<file path="config.mk">
export PLATFORM = sky130hd
export DESIGN_NAME = sysbus_master
export DESIGN_NICKNAME = d
export VERILOG_FILES = /design/src/rtl/sysbus_pkg.sv /design/src/rtl/sysbus_ctrl.sv /design/src/rtl/sysbus_path.sv /design/src/rtl/sysbus_master.sv
export SDC_FILE = /design/constraint.sdc
export NUM_CORES = 1
export LEC_CHECK = 0
export BUFFER_PORTS_ARGS = -buffer_cell sky130_fd_sc_hd__buf_4
export CORE_ASPECT_RATIO = 0.5
export CORE_MARGIN = 8
export CORE_UTILIZATION = 52
export DETAILED_ROUTE_END_ITERATION = 10
export PLACE_DENSITY = 0.93
export REMOVE_ABC_BUFFERS = 1
export SLEW_MARGIN = 0
export SYNTH_ARGS = -nofsm -noshare
export SYNTH_HDL_FRONTEND = slang
export SYNTH_SLANG_ARGS = --single-unit
</file>
<file path="constraint.sdc">
create_clock -name clk -period 3.07 [get_ports clk]
set_input_delay 0.1535 -clock clk [delete_from_list [all_inputs] [get_ports clk]]
set_output_delay 0.1535 -clock clk [all_outputs]
set_load 0.005 [all_outputs]
</file>
<file path="src/rtl/sysbus_pkg.sv">
package sysbus_pkg;
    typedef enum logic [1:0] {
        ST_IDLE   = 2'd0,
        ST_ADDR   = 2'd1,
        ST_STROBE = 2'd2,
        ST_FINISH = 2'd3
    } bus_state_e;
endpackage

</file>
<file path="src/rtl/sysbus_ctrl.sv">
module sysbus_ctrl
    import sysbus_pkg::*;
(
    input  logic clk,
    input  logic rst,
    input  logic req_valid,
    input  logic op_write,
    output logic ready,
    output logic accept,
    output logic drive,
    output logic rd_act,
    output logic wr_act,
    output logic capture,
    output logic done
);
    bus_state_e state_q, state_d;

    always_ff @(posedge clk) begin
        if (rst) state_q <= ST_IDLE;
        else     state_q <= state_d;
    end

    always_comb begin
        state_d = state_q;
        unique case (state_q)
            ST_IDLE:   if (req_valid) state_d = ST_ADDR;
            ST_ADDR:   state_d = ST_STROBE;
            ST_STROBE: state_d = ST_FINISH;
            ST_FINISH: state_d = ST_IDLE;
        endcase
    end

    always_comb begin
        ready   = 1'b0;
        drive   = 1'b0;
        rd_act  = 1'b0;
        wr_act  = 1'b0;
        capture = 1'b0;
        done    = 1'b0;
        unique case (state_q)
            ST_IDLE:   ready = 1'b1;
            ST_ADDR:   drive = 1'b1;
            ST_STROBE: begin
                drive   = 1'b1;
                rd_act  = !op_write;
                wr_act  = op_write;
                capture = !op_write;
            end
            ST_FINISH: done = 1'b1;
        endcase
    end

    assign accept = ready && req_valid;

    p_done_single_r11: assert property (@(posedge clk) disable iff (rst)
        done |=> !done);
    p_ready_not_busy_r11: assert property (@(posedge clk) disable iff (rst)
        ready |-> !drive && !done);
    p_no_strobe_first_r2: assert property (@(posedge clk) disable iff (rst)
        $rose(drive) |-> !rd_act && !wr_act);
    p_done_after_drive_r11: assert property (@(posedge clk) disable iff (rst)
        $rose(done) |-> $past(drive));
endmodule

</file>
<file path="src/rtl/sysbus_path.sv">
module sysbus_path #(
    parameter int ADDR_W      = 16,
    parameter int DATA_W      = 8,
    parameter bit ISOLATED_IO = 1'b1,
    parameter bit STROBE_HIGH = 1'b1
) (
    input  logic              clk,
    input  logic              rst,
    input  logic              accept,
    input  logic              drive,
    input  logic              rd_act,
    input  logic              wr_act,
    input  logic              capture,
    input  logic [ADDR_W-1:0] req_addr,
    input  logic [DATA_W-1:0] req_wdata,
    input  logic              req_write,
    input  logic              req_io,
    input  logic [DATA_W-1:0] bus_data_in,
    output logic              op_write,
    output logic [ADDR_W-1:0] bus_addr,
    output logic [DATA_W-1:0] bus_data_out,
    output logic              bus_data_oe,
    output logic              bus_io_sel,
    output logic              bus_rd,
    output logic              bus_wr,
    output logic [DATA_W-1:0] rsp_rdata
);
    logic [ADDR_W-1:0] addr_q;
    logic [DATA_W-1:0] wdata_q;
    logic [DATA_W-1:0] hold_q;
    logic              write_q;
    logic              io_q;

    always_ff @(posedge clk) begin
        if (rst) begin
            addr_q  <= '0;
            wdata_q <= '0;
            write_q <= 1'b0;
        end else if (accept) begin
            addr_q  <= req_addr;
            wdata_q <= req_wdata;
            write_q <= req_write;
        end
    end

    always_ff @(posedge clk) begin
        if (rst)          hold_q <= '0;
        else if (capture) hold_q <= bus_data_in;
    end

    generate
        if (ISOLATED_IO) begin : g_isolated
            always_ff @(posedge clk) begin
                if (rst)         io_q <= 1'b0;
                else if (accept) io_q <= req_io;
            end
        end else begin : g_mapped
            assign io_q = 1'b0;
            p_io_mem_r9: assert property (@(posedge clk) disable iff (rst)
                !bus_io_sel);
        end
    endgenerate

    generate
        if (STROBE_HIGH) begin : g_act_high
            assign bus_rd = rd_act;
            assign bus_wr = wr_act;
        end else begin : g_act_low
            assign bus_rd = !rd_act;
            assign bus_wr = !wr_act;
        end
    endgenerate

    always_comb begin
        bus_addr     = drive ? addr_q : '0;
        bus_data_oe  = drive && write_q;
        bus_data_out = (drive && write_q) ? wdata_q : '0;
        bus_io_sel   = drive && io_q;
    end

    assign op_write  = write_q;
    assign rsp_rdata = hold_q;

    p_strobe_excl_r12: assert property (@(posedge clk) disable iff (rst)
        !((bus_rd == STROBE_HIGH) && (bus_wr == STROBE_HIGH)));
    p_no_oe_on_read_r7: assert property (@(posedge clk) disable iff (rst)
        (bus_rd == STROBE_HIGH) |-> !bus_data_oe);
    p_addr_hold_r3: assert property (@(posedge clk) disable iff (rst)
        (bus_rd == STROBE_HIGH || bus_wr == STROBE_HIGH) |-> $stable(bus_addr));
    p_release_r4: assert property (@(posedge clk) disable iff (rst)
        $fell(drive) |-> bus_addr == '0 && !bus_data_oe && !bus_io_sel);
endmodule

</file>
<file path="src/rtl/sysbus_master.sv">
module sysbus_master #(
    parameter int ADDR_W      = 16,
    parameter int DATA_W      = 8,
    parameter bit ISOLATED_IO = 1'b1,
    parameter bit STROBE_HIGH = 1'b1
) (
    input  logic              clk,
    input  logic              rst,
    input  logic              req_valid,
    output logic              req_ready,
    input  logic [ADDR_W-1:0] req_addr,
    input  logic [DATA_W-1:0] req_wdata,
    input  logic              req_write,
    input  logic              req_io,
    output logic              rsp_done,
    output logic [DATA_W-1:0] rsp_rdata,
    output logic [ADDR_W-1:0] bus_addr,
    output logic [DATA_W-1:0] bus_data_out,
    output logic              bus_data_oe,
    input  logic [DATA_W-1:0] bus_data_in,
    output logic              bus_rd,
    output logic              bus_wr,
    output logic              bus_io_sel
);
    logic accept, drive, rd_act, wr_act, capture, op_write;

    sysbus_ctrl u_ctrl (
        .clk       (clk),
        .rst       (rst),
        .req_valid (req_valid),
        .op_write  (op_write),
        .ready     (req_ready),
        .accept    (accept),
        .drive     (drive),
        .rd_act    (rd_act),
        .wr_act    (wr_act),
        .capture   (capture),
        .done      (rsp_done)
    );

    sysbus_path #(
        .ADDR_W      (ADDR_W),
        .DATA_W      (DATA_W),
        .ISOLATED_IO (ISOLATED_IO),
        .STROBE_HIGH (STROBE_HIGH)
    ) u_path (
        .clk          (clk),
        .rst          (rst),
        .accept       (accept),
        .drive        (drive),
        .rd_act       (rd_act),
        .wr_act       (wr_act),
        .capture      (capture),
        .req_addr     (req_addr),
        .req_wdata    (req_wdata),
        .req_write    (req_write),
        .req_io       (req_io),
        .bus_data_in  (bus_data_in),
        .op_write     (op_write),
        .bus_addr     (bus_addr),
        .bus_data_out (bus_data_out),
        .bus_data_oe  (bus_data_oe),
        .bus_io_sel   (bus_io_sel),
        .bus_rd       (bus_rd),
        .bus_wr       (bus_wr),
        .rsp_rdata    (rsp_rdata)
    );

    p_idle_quiet_r1: assert property (@(posedge clk) disable iff (rst)
        req_ready |-> bus_addr == '0 && !bus_data_oe && bus_rd != STROBE_HIGH
                      && bus_wr != STROBE_HIGH && !rsp_done);
endmodule

</file>
**Word-level counts from Yosys, hierarchy flattened**

Index checks and enable logic that the tools add are counted.

- Output and inout bits: 38
- Bits of input ports: 37
- Logic and storage cells: 25
- Flip-flop bits (word level): 36

- Mux-type cells: 9
- Equal/unequal tests: 4
- Reduce and logical (&&, ||, !) cells: 6

Operators by type and width:

| cell | count |
|---|---|
| 16-bit two-way mux | 1 |
| 8-bit two-way mux | 1 |
| 2-bit case mux with 4 select lines | 1 |
| 1-bit two-way mux | 5 |
| 2-bit equality test (second input constant) | 2 |
| 1-bit logical AND | 3 |
| 2-bit by 1-bit equality test with 1-bit output (second input constant) | 1 |
| 2-bit zero test | 1 |
| 2-bit two-way mux | 1 |
| 2-bit != test (second input constant) | 1 |
| 2-bit OR reduction | 1 |
| 1-bit zero test | 1 |

**Longest topological paths before layout**

- Depth after elaboration: 5
- Mapped depth: 6

**By module**

From an unflattened synthesis, not the netlist that was laid out.

- Cells, all modules: 159
- Area, all modules: 1579.0 µm²

By module, submodules not included:

| module | seq. area each (µm²) | times used | cells an instance | area an instance (µm²) |
|---|---|---|---|---|
| sysbus_path | 680.7 | 1 | 140 | 1411.4 |
| sysbus_ctrl | 40.0 | 1 | 19 | 167.7 |

**Worst setup path before layout**

OpenSTA, ideal clock, no wires.

- Path kind: reg2out
- Start: register u_ctrl.state_q[1]
- End: output bus_data_out[5]
- Stages on the path, launching flop included: 5
- Arrival time: 1125 ps
- Data required time: 2917 ps
- Buffers on the path: 1
- Slack: 1791 ps
- Cells stage by stage: dfxtp_1 > inv_1 > ha_1 > clkbuf_1 > and3_1

- Longest elaborated chain between the ends: 5
- Elaborated cells between the ends (all ways): 6
- Classes of those cells: eq/ne: 2; mux: 2; reduce/logical: 2

Ends and longest elaborated chain:

| what | line | source |
|---|---|---|
| start, declared | sysbus_ctrl.sv:16 | `bus_state_e state_q, state_d;` |
| start signal, assigned | sysbus_ctrl.sv:20 | `else state_q <= state_d;` |
| 2-bit by 1-bit equality test with 1-bit output / 2-bit equality test (equally long branches) | sysbus_ctrl.sv:40 | `unique case (state_q)` |
| 2-bit OR reduction (no line) (*) | n/a |  |
| 1-bit two-way mux (*) | sysbus_ctrl.sv:40 |  |
| 1-bit logical AND (*) | sysbus_path.sv:77 | `bus_data_out = (drive && write_q) ? wdata_q : '0;` |
| 8-bit two-way mux (*) | sysbus_path.sv:77 |  |
| end, declared | sysbus_master.sv:18 | `output logic [DATA_W-1:0] bus_data_out,` |

Mark *: on every way between the ends. The rest lies on a longest branch, timed or not.

**Worst setup path after layout**

- Start: register u_ctrl.state_q[0]
- End: output bus_rd

- Longest elaborated chain between the ends: 2

Ends and longest elaborated chain:

| what | line | source |
|---|---|---|
| 2-bit equality test | sysbus_ctrl.sv:40 |  |
| 1-bit two-way mux | sysbus_ctrl.sv:40 |  |
| end, declared | sysbus_master.sv:21 | `output logic bus_rd,` |

No other way between the ends.

==> results.cfg <==
[outcome]
status = finished, final reports clean

[pwr]
combPwrFrac = 0.444
power.internal_uw = 1090
p_leak_uw = 0.00107
power_frac_clock = 0.197
power_switching_uw = 660
power_density_mw_per_mm2 = 702
peakVddDrop_mv = 0.378
p_sw_frac = 0.378
power_frac_seq = 0.359

[sta]
post-route-min-period_ns = 1.97
setup_viol = 0
worst_pin_slew_ns = 1.00
fin_tns_setup_ns = 0
hold_viol = 0
finClkSkew_ns = 0.00263
rsz0062_at_grt = false
period_share = 0.642
fmax_mhz = 507
slew_viol_final = 0
relSlewSlack = 0.331

[floorplanning]
dieHeight_um = 59.3
io_pins = 75
initial_utilization = 0.557
die_area_mm2 = 0.00609
rows = 15
die_w_um = 103
coreArea_mm2 = 0.00351

[grt]
track_usage = 0.160
antenna_found_initial = 0
grt_pass1_wl_um = 7820
grt_max_degree = 58
grt_pass1_vias = 1649
overflow = 0

[synthesis]
synth_top_cell_area_share = 0.369
synth.avg_cell_area_um2 = 9.77
synth.area.top_cells = dfxtp_1 37%, a21bo_1 12%, a21oi_2 10%, nand3_1 6.7%, and2_1 6.1%
synth_area_mm2 = 0.00195
yosysWarnings = 0
yosysSeqAreaShare = 0.369
ys_types = 20
yosysTopAreaCell = dfxtp_1
synthCells = 200
synth-seq-cells = 36

[critical_path]
critPathKind = reg2out
worstPathRequired_ns = 2.92
crit_path_start_kind = flip-flop
ff2ff_path_depth = 4
cp_data_arrival_time_ns = 1.82
path_max_fanout = 11
r2r-end = u_path.addr_q[1]$_SDFFE_PP0P_
r2r_slack_ns = 1.31
cp-end-kind = output port
r2r_start = u_ctrl.state_q[0]$_SDFFE_PP0P_

[placed_design]
port_buffers = 74
place.gp.congestion = 0.726
dp.final_hpwl_um = 3340
post-place-cells = 303

[routing]
routed_wl_um = 4870
drc = 0
wl_per_cell_um = 15.7
via_per_inst = 5.16
first_pass_iters = 4
via_count = 1604
ant_nets = 0
drt_iter0_drc = 74

[cts]
cts_hold_buf = 0
postCtsSetupBuffers = 0
cts_tree = yes
cts_buffer_depth = 2
cts_root_buf = clkbuf_8
clkLatencyLatePin_ns = 0.28
cts-buffers-inserted = 5
path_clk_slew_ns = 0.07
cts_sinks = 36
htree_levels = 2
post_cts_resized = 0

[final_layout]
instances_no_fill = 311
fill_cells = 267
n_antenna_cell = 0
synthToLayoutAreaGrowth_pct = 27.4
nNetsFinal = 299
layout-drive-gt1-share = 0.415

[job]
max_cap_violations = 0

[min_path]
hp-class = in2reg
min_to = u_path.wdata_q[6]$_SDFFE_PP0P_
hp-start = req_wdata[6]
hold_path_depth = 3
## per-stage QoR
step	power (µW)	utilization	worst slack, ns	hold WS, ns	instance area, µm²
after CTS	1750	0.709	1.10	0.124	2490
after detailed placement	1410	0.683	1.35	0.430	2400
after global routing	1860	0.709	0.944	0.123	2490
after floorplan	1090	-	1.17	0.216	1780
after global placement	1380	0.683	1.42	0.421	2400
final	1750	0.709	1.10	0.131	2490
## layer usage
| layer | wire length (µm) | track usage | share of wire |
|---|---|---|---|
| met1 | 1980 | 0.168 | 0.41 |
| met4 | 91 | 0.0599 | 0.019 |
| met3 | 284 | 0.0422 | 0.058 |
| met5 | 0 | 0 | 0 |
| met2 | 2520 | 0.303 | 0.52 |
## cells in the final DEF (no fill, tap or decap), types with 3 or more instances in the layout
master / Yosys / layout
o21ai_1: 9 / 9
nand3_1: 26 / 26
nand2b_1: 9 / 9
a21bo_2: 3 / 3
a21bo_1: 23 / 23
and3_1: 8 / 8
buf_4: 3 / 74
a21oi_2: 23 / 23
nand4bb_1: 9 / 9
clkbuf_8: 0 / 6
a21oi_1: 3 / 3
dfxtp_1: 36 / 36
and2_1: 19 / 19
## cell type report
cell class | instances | area (µm²) | area share
multi-input combinational | 140 | 1050 | 0.422
tap | 51 | 63.8 | 0.0256
clock buffer | 8 | 90.1 | 0.0362
sequential | 36 | 721 | 0.290
inverter | 2 | 7.51 | 0.00302
timing repair buffer | 74 | 556 | 0.223
## registers in the layout, summed over array words and instances, names as in the netlist
name and flops:
u_path.op_write 1, u_ctrl.state_q 2, u_path.rsp_rdata 8, u_path.wdata_q 8
u_path.io_q 1, u_path.addr_q 16
## worst max-delay path, cell delays in order (launching register included)
cell,delay [ns]
dfxtp_1,0.33
inv_1,0.08
ha_1,0.37
nor2b_1,0.54
buf_4,0.22
## kinds of logic after synthesis
logic type	Yosys count	share of synthesized area
AO/OA/AOI/OAI	62	0.274
adder cells (fa/ha/maj)	3	0.0192
buffers and inverters	24	0.0942
AND/OR/NAND/NOR	75	0.244
flip-flops	36	0.369
## power by group through the flow
stage	clock, µW	sequential [µW]	combinational [µW]
after floorplan	0	620	471
after global placement	0	628	751
after detailed placement	0	634	773
after CTS	350	626	778
after global routing	372	640	852
final	344	627	775
## worst max path at each step
| stage | startpoint | endpoint | slack, ns | cells past startpoint |
|---|---|---|---|---|
| CTS | u_ctrl.state_q[0]$_SDFFE_PP0P_ | bus_rd | 1.10 | 4 |
| global placement | u_ctrl.state_q[0]$_SDFFE_PP0P_ | bus_rd | 1.42 | 4 |
| detailed placement | u_ctrl.state_q[0]$_SDFFE_PP0P_ | u_path.addr_q[1]$_SDFFE_PP0P_ | 1.35 | 4 |
| floorplan | u_ctrl.state_q[0]$_SDFFE_PP0P_ | u_ctrl.state_q[0]$_SDFFE_PP0P_ | 1.17 | 4 |
| global route | u_ctrl.state_q[0]$_SDFFE_PP0P_ | bus_rd | 0.94 | 4 |
| finish | u_ctrl.state_q[0]$_SDFFE_PP0P_ | bus_rd | 1.10 | 4 |
## cell usage after synthesis
cell and number:
a21oi_2 23, buf_4 3, nand4bb_1 9, nand2b_1 9, a21bo_2 3, inv_1 2
a21oi_1 3, buf_6 10, ha_1 3, nor2_1 2, o21ai_1 9, and2_1 19
a211oi_2 1, nor2b_1 2, clkbuf_1 3, nand3_1 26, a21bo_1 23, buf_2 6
and3_1 8, dfxtp_1 36
Note: power is estimated with default switching activity, not from simulation.
